===== src/rtl/dinit_pkg.sv =====
package dinit_pkg;

    typedef enum logic [3:0] {
        ST_PWR, ST_CKE, ST_PRE1, ST_EMRS, ST_MRS_DLL,
        ST_PRE2, ST_REF, ST_MRS_FIN, ST_WAIT_DONE, ST_IDLE
    } step_e;

    typedef struct packed {
        logic cs_n;
        logic ras_n;
        logic cas_n;
        logic we_n;
    } cmd_t;

    localparam cmd_t CMD_NOP = '{cs_n: 1'b0, ras_n: 1'b1, cas_n: 1'b1, we_n: 1'b1};
    localparam cmd_t CMD_PRE = '{cs_n: 1'b0, ras_n: 1'b0, cas_n: 1'b1, we_n: 1'b0};
    localparam cmd_t CMD_REF = '{cs_n: 1'b0, ras_n: 1'b0, cas_n: 1'b0, we_n: 1'b1};
    localparam cmd_t CMD_MRS = '{cs_n: 1'b0, ras_n: 1'b0, cas_n: 1'b0, we_n: 1'b0};

    function automatic int imax(input int a, input int b);
        return (a > b) ? a : b;
    endfunction

    // main mode word: length, type, latency, test bit held 0, DLL reset
    function automatic logic [15:0] mode_word(input logic [2:0] bl, input logic bt,
                                              input logic [2:0] cl, input logic dll_rst);
        return {7'b0, dll_rst, 1'b0, cl, bt, bl};
    endfunction

    // extended word: bit 0 low keeps the DLL on, drive strength on bits 6 and 1
    function automatic logic [15:0] emode_word(input logic [1:0] drv);
        logic [15:0] w;
        w    = '0;
        w[6] = drv[1];
        w[1] = drv[0];
        return w;
    endfunction

    function automatic logic [15:0] prea_word(input int ap_bit);
        logic [15:0] w;
        w         = '0;
        w[ap_bit] = 1'b1;
        return w;
    endfunction

endpackage


===== src/rtl/dinit_gap_timer.sv =====
module dinit_gap_timer #(
    parameter int CNT_W = 8
) (
    input  logic             clk,
    input  logic             rst,
    input  logic             load,
    input  logic [CNT_W-1:0] load_val,
    output logic             expired
);
    logic [CNT_W-1:0] cnt_q;

    assign expired = (cnt_q == '0);

    always_ff @(posedge clk) begin
        if (rst)
            cnt_q <= '0;
        else if (load)
            cnt_q <= load_val;
        else if (!expired)
            cnt_q <= cnt_q - 1'b1;
    end
endmodule


===== src/rtl/dinit_dll_wait.sv =====
module dinit_dll_wait #(
    parameter int T_DLL = 200
) (
    input  logic clk,
    input  logic rst,
    input  logic start,
    output logic ready
);
    localparam int DW = $clog2(T_DLL + 1);

    logic [DW-1:0] cnt_q;
    logic          armed_q;

    assign ready = armed_q && (cnt_q == DW'(T_DLL));

    always_ff @(posedge clk) begin
        if (rst) begin
            cnt_q   <= '0;
            armed_q <= 1'b0;
        end else if (start) begin
            cnt_q   <= DW'(1);
            armed_q <= 1'b1;
        end else if (armed_q && (cnt_q != DW'(T_DLL))) begin
            cnt_q <= cnt_q + 1'b1;
        end
    end
endmodule


===== src/rtl/dram_init_seq.sv =====
module dram_init_seq
    import dinit_pkg::*;
#(
    parameter int         ADDR_W   = 12,
    parameter int         BA_W     = 2,
    parameter int         T_STABLE = 20000,
    parameter int         T_CKE    = 2,
    parameter int         T_RP     = 7,
    parameter int         T_MRD    = 4,
    parameter int         T_RFC    = 25,
    parameter int         T_DLL    = 200,
    parameter int         N_REF    = 2,
    parameter int         AP_BIT   = 8,
    parameter logic [2:0] MODE_BL  = 3'b010,
    parameter logic       MODE_BT  = 1'b0,
    parameter logic [2:0] MODE_CL  = 3'b101,
    parameter logic [1:0] DRV      = 2'b00
) (
    input  logic              clk,
    input  logic              rst,
    output logic              cke,
    output logic              cs_n,
    output logic              ras_n,
    output logic              cas_n,
    output logic              we_n,
    output logic [BA_W-1:0]   ba,
    output logic [ADDR_W-1:0] addr,
    output logic              init_done
);
    localparam int T_MAX = imax(imax(imax(T_STABLE, T_RFC), imax(T_RP, T_MRD)), T_CKE);
    localparam int CNT_W = $clog2(T_MAX + 1);
    localparam int REF_W = $clog2(N_REF + 1);

    step_e             step_q, nxt_step;
    logic [REF_W-1:0]  ref_q;
    cmd_t              cmd_q, nxt_cmd;
    logic [BA_W-1:0]   ba_q, nxt_ba;
    logic [ADDR_W-1:0] addr_q, nxt_addr;
    logic              cke_q, nxt_cke;
    logic              done_q, done_now;
    logic              fire, dll_start, gap_expired, dll_ready;
    int                gap;

    dinit_gap_timer #(.CNT_W(CNT_W)) u_gap (
        .clk      (clk),
        .rst      (rst),
        .load     (fire),
        .load_val (CNT_W'(gap - 1)),
        .expired  (gap_expired)
    );

    dinit_dll_wait #(.T_DLL(T_DLL)) u_dll (
        .clk   (clk),
        .rst   (rst),
        .start (fire && dll_start),
        .ready (dll_ready)
    );

    always_comb begin
        nxt_cmd   = CMD_NOP;
        nxt_ba    = '0;
        nxt_addr  = '0;
        nxt_cke   = cke_q;
        nxt_step  = step_q;
        gap       = 1;
        dll_start = 1'b0;
        done_now  = 1'b0;
        fire      = gap_expired;
        case (step_q)
            ST_PWR: begin
                nxt_cke  = 1'b0;
                gap      = T_STABLE;
                nxt_step = ST_CKE;
            end
            ST_CKE: begin
                nxt_cke  = 1'b1;
                gap      = T_CKE;
                nxt_step = ST_PRE1;
            end
            ST_PRE1, ST_PRE2: begin
                nxt_cmd  = CMD_PRE;
                nxt_addr = ADDR_W'(prea_word(AP_BIT));
                gap      = T_RP;
                nxt_step = (step_q == ST_PRE1) ? ST_EMRS : ST_REF;
            end
            ST_EMRS: begin
                nxt_cmd  = CMD_MRS;
                nxt_ba   = BA_W'(1);
                nxt_addr = ADDR_W'(emode_word(DRV));
                gap      = T_MRD;
                nxt_step = ST_MRS_DLL;
            end
            ST_MRS_DLL: begin
                nxt_cmd   = CMD_MRS;
                nxt_addr  = ADDR_W'(mode_word(MODE_BL, MODE_BT, MODE_CL, 1'b1));
                gap       = T_MRD;
                dll_start = 1'b1;
                nxt_step  = ST_PRE2;
            end
            ST_REF: begin
                nxt_cmd  = CMD_REF;
                gap      = T_RFC;
                nxt_step = (ref_q == REF_W'(N_REF - 1)) ? ST_MRS_FIN : ST_REF;
            end
            ST_MRS_FIN: begin
                nxt_cmd  = CMD_MRS;
                nxt_addr = ADDR_W'(mode_word(MODE_BL, MODE_BT, MODE_CL, 1'b0));
                gap      = T_MRD;
                nxt_step = ST_WAIT_DONE;
            end
            ST_WAIT_DONE: begin
                fire     = gap_expired && dll_ready;
                done_now = 1'b1;
                nxt_step = ST_IDLE;
            end
            default: fire = 1'b0;
        endcase
    end

    always_ff @(posedge clk) begin
        if (rst) begin
            step_q <= ST_PWR;
            ref_q  <= '0;
            cmd_q  <= CMD_NOP;
            ba_q   <= '0;
            addr_q <= '0;
            cke_q  <= 1'b0;
            done_q <= 1'b0;
        end else begin
            done_q <= fire && done_now;
            if (fire) begin
                step_q <= nxt_step;
                cmd_q  <= nxt_cmd;
                ba_q   <= nxt_ba;
                addr_q <= nxt_addr;
                cke_q  <= nxt_cke;
                if (step_q == ST_REF)
                    ref_q <= ref_q + 1'b1;
            end else begin
                cmd_q  <= CMD_NOP;
                ba_q   <= '0;
                addr_q <= '0;
            end
        end
    end

    assign cke       = cke_q;
    assign cs_n      = cmd_q.cs_n;
    assign ras_n     = cmd_q.ras_n;
    assign cas_n     = cmd_q.cas_n;
    assign we_n      = cmd_q.we_n;
    assign ba        = ba_q;
    assign addr      = addr_q;
    assign init_done = done_q;
endmodule


===== config.mk =====
export PLATFORM = sky130hd
export DESIGN_NAME = dram_init_seq
export DESIGN_NICKNAME = d
export VERILOG_FILES = /design/src/rtl/dinit_pkg.sv /design/src/rtl/dinit_gap_timer.sv /design/src/rtl/dinit_dll_wait.sv /design/src/rtl/dram_init_seq.sv
export SDC_FILE = /design/constraint.sdc
export NUM_CORES = 1
export LEC_CHECK = 0
export BUFFER_PORTS_ARGS = -buffer_cell sky130_fd_sc_hd__buf_2
export CAP_MARGIN = 20
export CORE_AREA = 3 3 67 69
export DETAILED_ROUTE_END_ITERATION = 16
export DIE_AREA = 0 0 70 72
export GPL_TIMING_DRIVEN = 0
export HOLD_SLACK_MARGIN = 0.06
export PLACE_DENSITY = 0.72
export SLEW_MARGIN = 20
export SYNTH_ARGS = -nofsm -noshare
export SYNTH_HDL_FRONTEND = slang
export SYNTH_SLANG_ARGS = --single-unit

===== constraint.sdc =====
create_clock -name clk -period 3.5 [get_ports clk]
set_clock_uncertainty 0.2 [all_clocks]
set_input_delay 0.7 -clock clk [delete_from_list [all_inputs] [get_ports clk]]
set_output_delay 0.7 -clock clk [all_outputs]
set_load 0.01 [all_outputs]

# Yosys cells after proc, flatten, opt, wreduce, memory -nomap -nowiden
# Cells that the tools add are included.
dict set report op_classes {
  add_sub_neg 4
  n_mul 0
  div 0
  order_cmp 0
  eq_ne 12
  shift 0
  n_mux 15
  bitwise 1
  n_reduce_logical 18
}
# operator n
set op_table {}
lappend op_table {{one-hot mux 15 bit (5 select lines)} 1}
lappend op_table {{one-hot mux 4 bit (8 select lines)} 1}
lappend op_table {{2-to-1 mux 15 bit} 2}
lappend op_table {{one-hot mux 9 bit (3 select lines)} 1}
lappend op_table {{== test 4 x 3 -> 1 bit (second input constant)} 4}
lappend op_table {{logical NOT 15 bit} 1}
lappend op_table {{subtractor 15 x 1 -> 15 bit (second input constant)} 1}
lappend op_table {{subtractor 15 x 2 -> 15 bit (second input constant)} 1}
lappend op_table {{one-hot mux 3 bit (3 select lines)} 1}
lappend op_table {{adder 8 x 1 -> 8 bit (second input constant)} 1}
lappend op_table {{== test 4 x 2 -> 1 bit (second input constant)} 2}
lappend op_table {{== test 8 bit (second input constant)} 1}
lappend op_table {{inequality test 8 bit (second input constant)} 1}
lappend op_table {{nonzero test 8 bit} 1}
lappend op_table {{OR reduction 8 bit} 1}
lappend op_table {{2-to-1 mux 1 bit} 6}
lappend op_table {{AND reduction 2 bit} 3}
lappend op_table {{OR reduction 2 bit} 3}
lappend op_table {{logical AND 1 bit} 5}
lappend op_table {{== test 4 x 1 -> 1 bit (second input constant)} 1}
lappend op_table {{== test 4 bit (second input constant)} 1}
lappend op_table {{logical NOT 4 bit} 1}
lappend op_table {{one-hot mux 1 bit (2 select lines)} 2}
lappend op_table {{nonzero test 2 bit} 2}
lappend op_table {{6 further kinds} 6}
dict set report totals {
  register_bits 50
  latch_bits 0
  mem_bits_rw 0
  mem_bits_ro 0
  inputBits 2
  output_inout_bits 20
  wordCells 64
  memories 0
}

# Depth between registers and ports, before layout
dict set report depth {
  ltp_word 6
  mapped_depth 9
  mapped_depth_nobuf 8
}

# By module
# From an unflattened synthesis, not the netlist that was laid out.
dict set report unflattened {
  cells_unflattened 244
  area_unflattened_um2 2185.8
}
# module instances cells_each area_each_um2 seq_area_each_um2
set by_module_without_submodules {}
lappend by_module_without_submodules {dram_init_seq 1 101 874.6 280.3}
lappend by_module_without_submodules {dinit_gap_timer 1 90 854.6 300.3}
lappend by_module_without_submodules {dinit_dll_wait 1 53 456.7 180.2}

# Least setup slack after synthesis
# Ideal clock, no wire load.
dict set report synth_timing {
  kind {register to register}
  startpoint {register step_q[1]}
  endpoint {register u_gap.cnt_q[1]}
  setup_time_ns 0.095
  arrival_ns 1.938
  t_required_ns 3.205
  path_slack_ns 1.267
  stages_incl_launch_ff 8
  n_path_buf 1
  synth_period_minus_slack_ns 2.233
  cell_sequence {dfxtp_1 clkbuf_1 nor2b_1 and2_1 o21ai_0 ha_1 or4_1 o311ai_1}
}
dict set report synth_between {
  elab_chain_cells 5
  elab_cells_between_ends 17
  cone_classes {add/sub: 1; eq/ne: 9; mux: 3; reduce/logical: 4}
}
# element line
set synth_rtl {}
lappend synth_rtl {{start: declaration} dram_init_seq.sv:34} ;# step_e step_q, nxt_step;
lappend synth_rtl {{start signal: assignment} dram_init_seq.sv:132} ;# step_q <= nxt_step;
lappend synth_rtl {{== test 4 x 3 -> 1 bit / == test 4 x 2 -> 1 bit (equally long branches)} dram_init_seq.sv:69} ;# case (step_q)
lappend synth_rtl {{OR reduction 3 bit (no source line) / OR reduction 2 bit (equally long branches)} -}
lappend synth_rtl {{one-hot mux 15 bit (5 select lines)} dram_init_seq.sv:69}
lappend synth_rtl {{subtractor 15 x 2 -> 15 bit} dram_init_seq.sv:48} ;# .load_val (CNT_W'(gap - 1)),
lappend synth_rtl {{2-to-1 mux 15 bit} dinit_gap_timer.sv:17} ;# else if (load)
lappend synth_rtl {{end signal: assignment} dinit_gap_timer.sv:18} ;# cnt_q <= load_val;
lappend synth_rtl {{end signal: assignment} dinit_gap_timer.sv:20} ;# cnt_q <= cnt_q - 1'b1;
lappend synth_rtl {{end: declaration} dinit_gap_timer.sv:10} ;# logic [CNT_W-1:0] cnt_q;
# Several ways; a longest one is shown, not always the timed one.
# A chain may end at the register's enable or synchronous reset.

# Worst setup path after layout
# Ends and elaborated chain as after synthesis.

==> run summary <==
footprint of the multi-input gates = 1080 sq um
Top Metal Used = met4
hold endpoint = cke$_SDFFE_PP0P_
critical path launch point type = register
CTS tree = yes
Setup crit start = step_q[1]$_SDFFE_PP0P_
most frequent cells in the layout = dfxtp_1, nor2_1, nand2_1
compound-cell area share of the yosys netlist = 0.127
width of the die = 70 microns
Final Max Tran Viols = 0
largest family of logic cells by synthesized area = simple AND/OR/NAND/NOR gates
DRC = 0
Hold WC Path Type = register to register
mux share of post-synthesis cell area = 0
met3 wire len = 174 microns
clock root buffer = clkbuf_8
post-CTS resize count = 0
vias per cell = 5.30
clock buffer count from CTS = 5
vias in the first global route = 1491
setup repair after global routing missed its margin = false
register area share after synthesis = 0.384
hpwl dp = 2970 microns
FF-to-FF path depth = 7
# setup viols final = 0
Mapped Area = 1980 sq um
xor and xnor fraction of the mapped netlist area = 0.0884
total power draw = 0.00152 W
Layout area overhead = 13.3%
CP required = 3500 ps
Total GRT Usage = 0.169
Final Critical Period = 2480 ps
clk_lat worst skew = 290 ps
cts hold-fix bufs = 0
final core occ = 0.566
FILL cells = 361
maxcap violations = 0
PD cells = 677 nW/um^2
critical-path maximum fanout = 10
syn avg cell area = 8.33 sq um
Final nets = 273
arrival time at the worst endpoint = 2480 ps
Leak Pwr = 0.872 nW
# diodes = 0
number of H-tree levels = 2
total core area = 3970 sq um
status = finished, final reports clean
Post-Synth Simple-Gate Area = 0.273
Remaining Overflow, GRT = 0
Worst R2R End = u_gap.cnt_q[1]$_SDFFE_PP0P_
largest net degree at the start of global routing = 12
Max-Slew Margin vs Limit = 0.660
IO Port Bufs = 11
Min-Delay Startpoint = cke$_SDFFE_PP0P_
gpl congestion = 0.852
first-pass GRT wire length = 6770 microns
Final ANT Viol Nets = 0
Max VDD drop = 0.000407 V
Synthesis Warnings = 0
final worst setup slack = 1020 ps
Detailed Route Iter0 Violations = 87
Critical Path End Type = register
most common cell after layout, fill and taps aside = dfxtp_1
WL met1 = 1800 microns
post-synthesis cell type count = 47
total wire length = 4020 microns
io pins = 22
placed cell count = 308
via count = 1669
initial antenna violation count = 0
Post-Syn Instances = 238
Core Rows = 23
reg2reg setup slack = 1020 ps
fraction of layout cells with a size suffix above 1 = 0.140
number of cells on the worst hold path = 2
Die ar. = 5040 sq um
clock tree buffer depth = 2
Adder-Cell Fraction of Synth Area = 0.0379
fin cells = 315
critical path class = register to register
FFs w/ async S/R, synth = 0
Reg clk slew, reported paths = 70 ps
Storage cell area = 761 sq um
met2 routed WL = 1980 microns
Fmax = 402 MHz
post-CTS setup buffer count = 0
ys flop type = dfxtp_1
setup TNS after final layout = 0 ps
Yosys reg bits = 38
Worst Tran Pin Value = 504 ps
Tcrit/Tclk final = 0.710
clock sinks = 38
routed len/inst = 12.8 microns
reg2reg start = step_q[1]$_SDFFE_PP0P_
Die Span Y = 72 microns
Final Hold Viols = 0
Place WS = 1060 ps
DRT Pass-1 Iters = 4
Post-synth EDFFs = 0
Initial Util = 0.499
[critical path, stage by stage (launching register included)]
cell,delay (ps)
dfxtp_1,310
clkbuf_1,320
nor2b_1,370
and2_1,190
o21ai_0,110
ha_1,300
or4_1,510
o311ai_1,90
[synth_stat cells (3+ instances only)]
master     n  share of area
buf_4     12          0.045
nor3_1    13          0.033
nand3_1    9          0.023
clkbuf_1  10          0.019
nor2_1    28          0.053
ha_1       6          0.038
a21oi_1   12          0.030
nand4_1    4          0.013
dfxtp_1   38           0.38
o21ai_0    7          0.018
xnor2_1   11          0.049
or4_1      3          0.011
inv_1     10          0.019
a211oi_1   6          0.023
xor2_1     9          0.040
nand2_1   18          0.034
o31ai_1    4          0.015
[layer usage]
layer / vias up / GRT usage
met5: - / 0
met4: 0 / 0.0638
met3: 6 / 0.0429
met2: 32 / 0.292
met1: 766 / 0.204
li1: 865 / -
[final cells by class]
type / count / share of cell area
flip-flops and latches: 38 / 0.339
inverters: 10 / 0.0167
clock inverters: 1 / 0.0134
repair buffers: 11 / 0.0245
plain buffers: 24 / 0.0613
multi-input cells: 175 / 0.481
clock buffers: 6 / 0.0368
well taps: 50 / 0.0279
[cells by family (layout without fill, tap and decap cells)]
group,count (synthesis),after routing
simple gates,99,99
compound gates,40,40
flops,38,38
buf+inv,34,52
xor+xnor,20,20
fa+ha+maj,6,6
other cells,1,10
[registers in the layout (all words and copies together) (netlist names)]
name,cells
ba,1
step_q,4
cas_n,1
u_gap.cnt_q,15
init_done,1
cke,1
ras_n,1
addr,2
u_dll.armed_q,1
we_n,1
ref_q,2
u_dll.cnt_q,8
[per-stage QoR]
| step | instance area (sq um) | hold WS [ps] |
|---|---|---|
| 2_1_floorplan | 2020 | 266 |
| 3_3_place_gp | 2130 | 254 |
| 3_5_place_dp | 2130 | 271 |
| 4_1_cts | 2250 | 308 |
| 5_1_grt | 2250 | 330 |
| 6_report | 2250 | 304 |
[report_power, final]
| part | switching (W) | internal [W] |
|---|---|---|
| logic | 0.000337 | 0.000231 |
| clock network | 0.000149 | 0.000228 |
| registers | 0.0000742 | 0.000501 |
| total | 0.000560 | 0.000959 |
[worst max-delay path by stage]
stage	to	cells past startpoint
global placement	u_gap.cnt_q[1]$_SDFFE_PP0P_	7
CTS	u_gap.cnt_q[1]$_SDFFE_PP0P_	7
global route	u_gap.cnt_q[1]$_SDFFE_PP0P_	7
detailed placement	u_gap.cnt_q[1]$_SDFFE_PP0P_	7
floorplan	u_gap.cnt_q[1]$_SDFFE_PP0P_	7
finish	u_gap.cnt_q[1]$_SDFFE_PP0P_	7
Power figures use the tool's default switching activity.
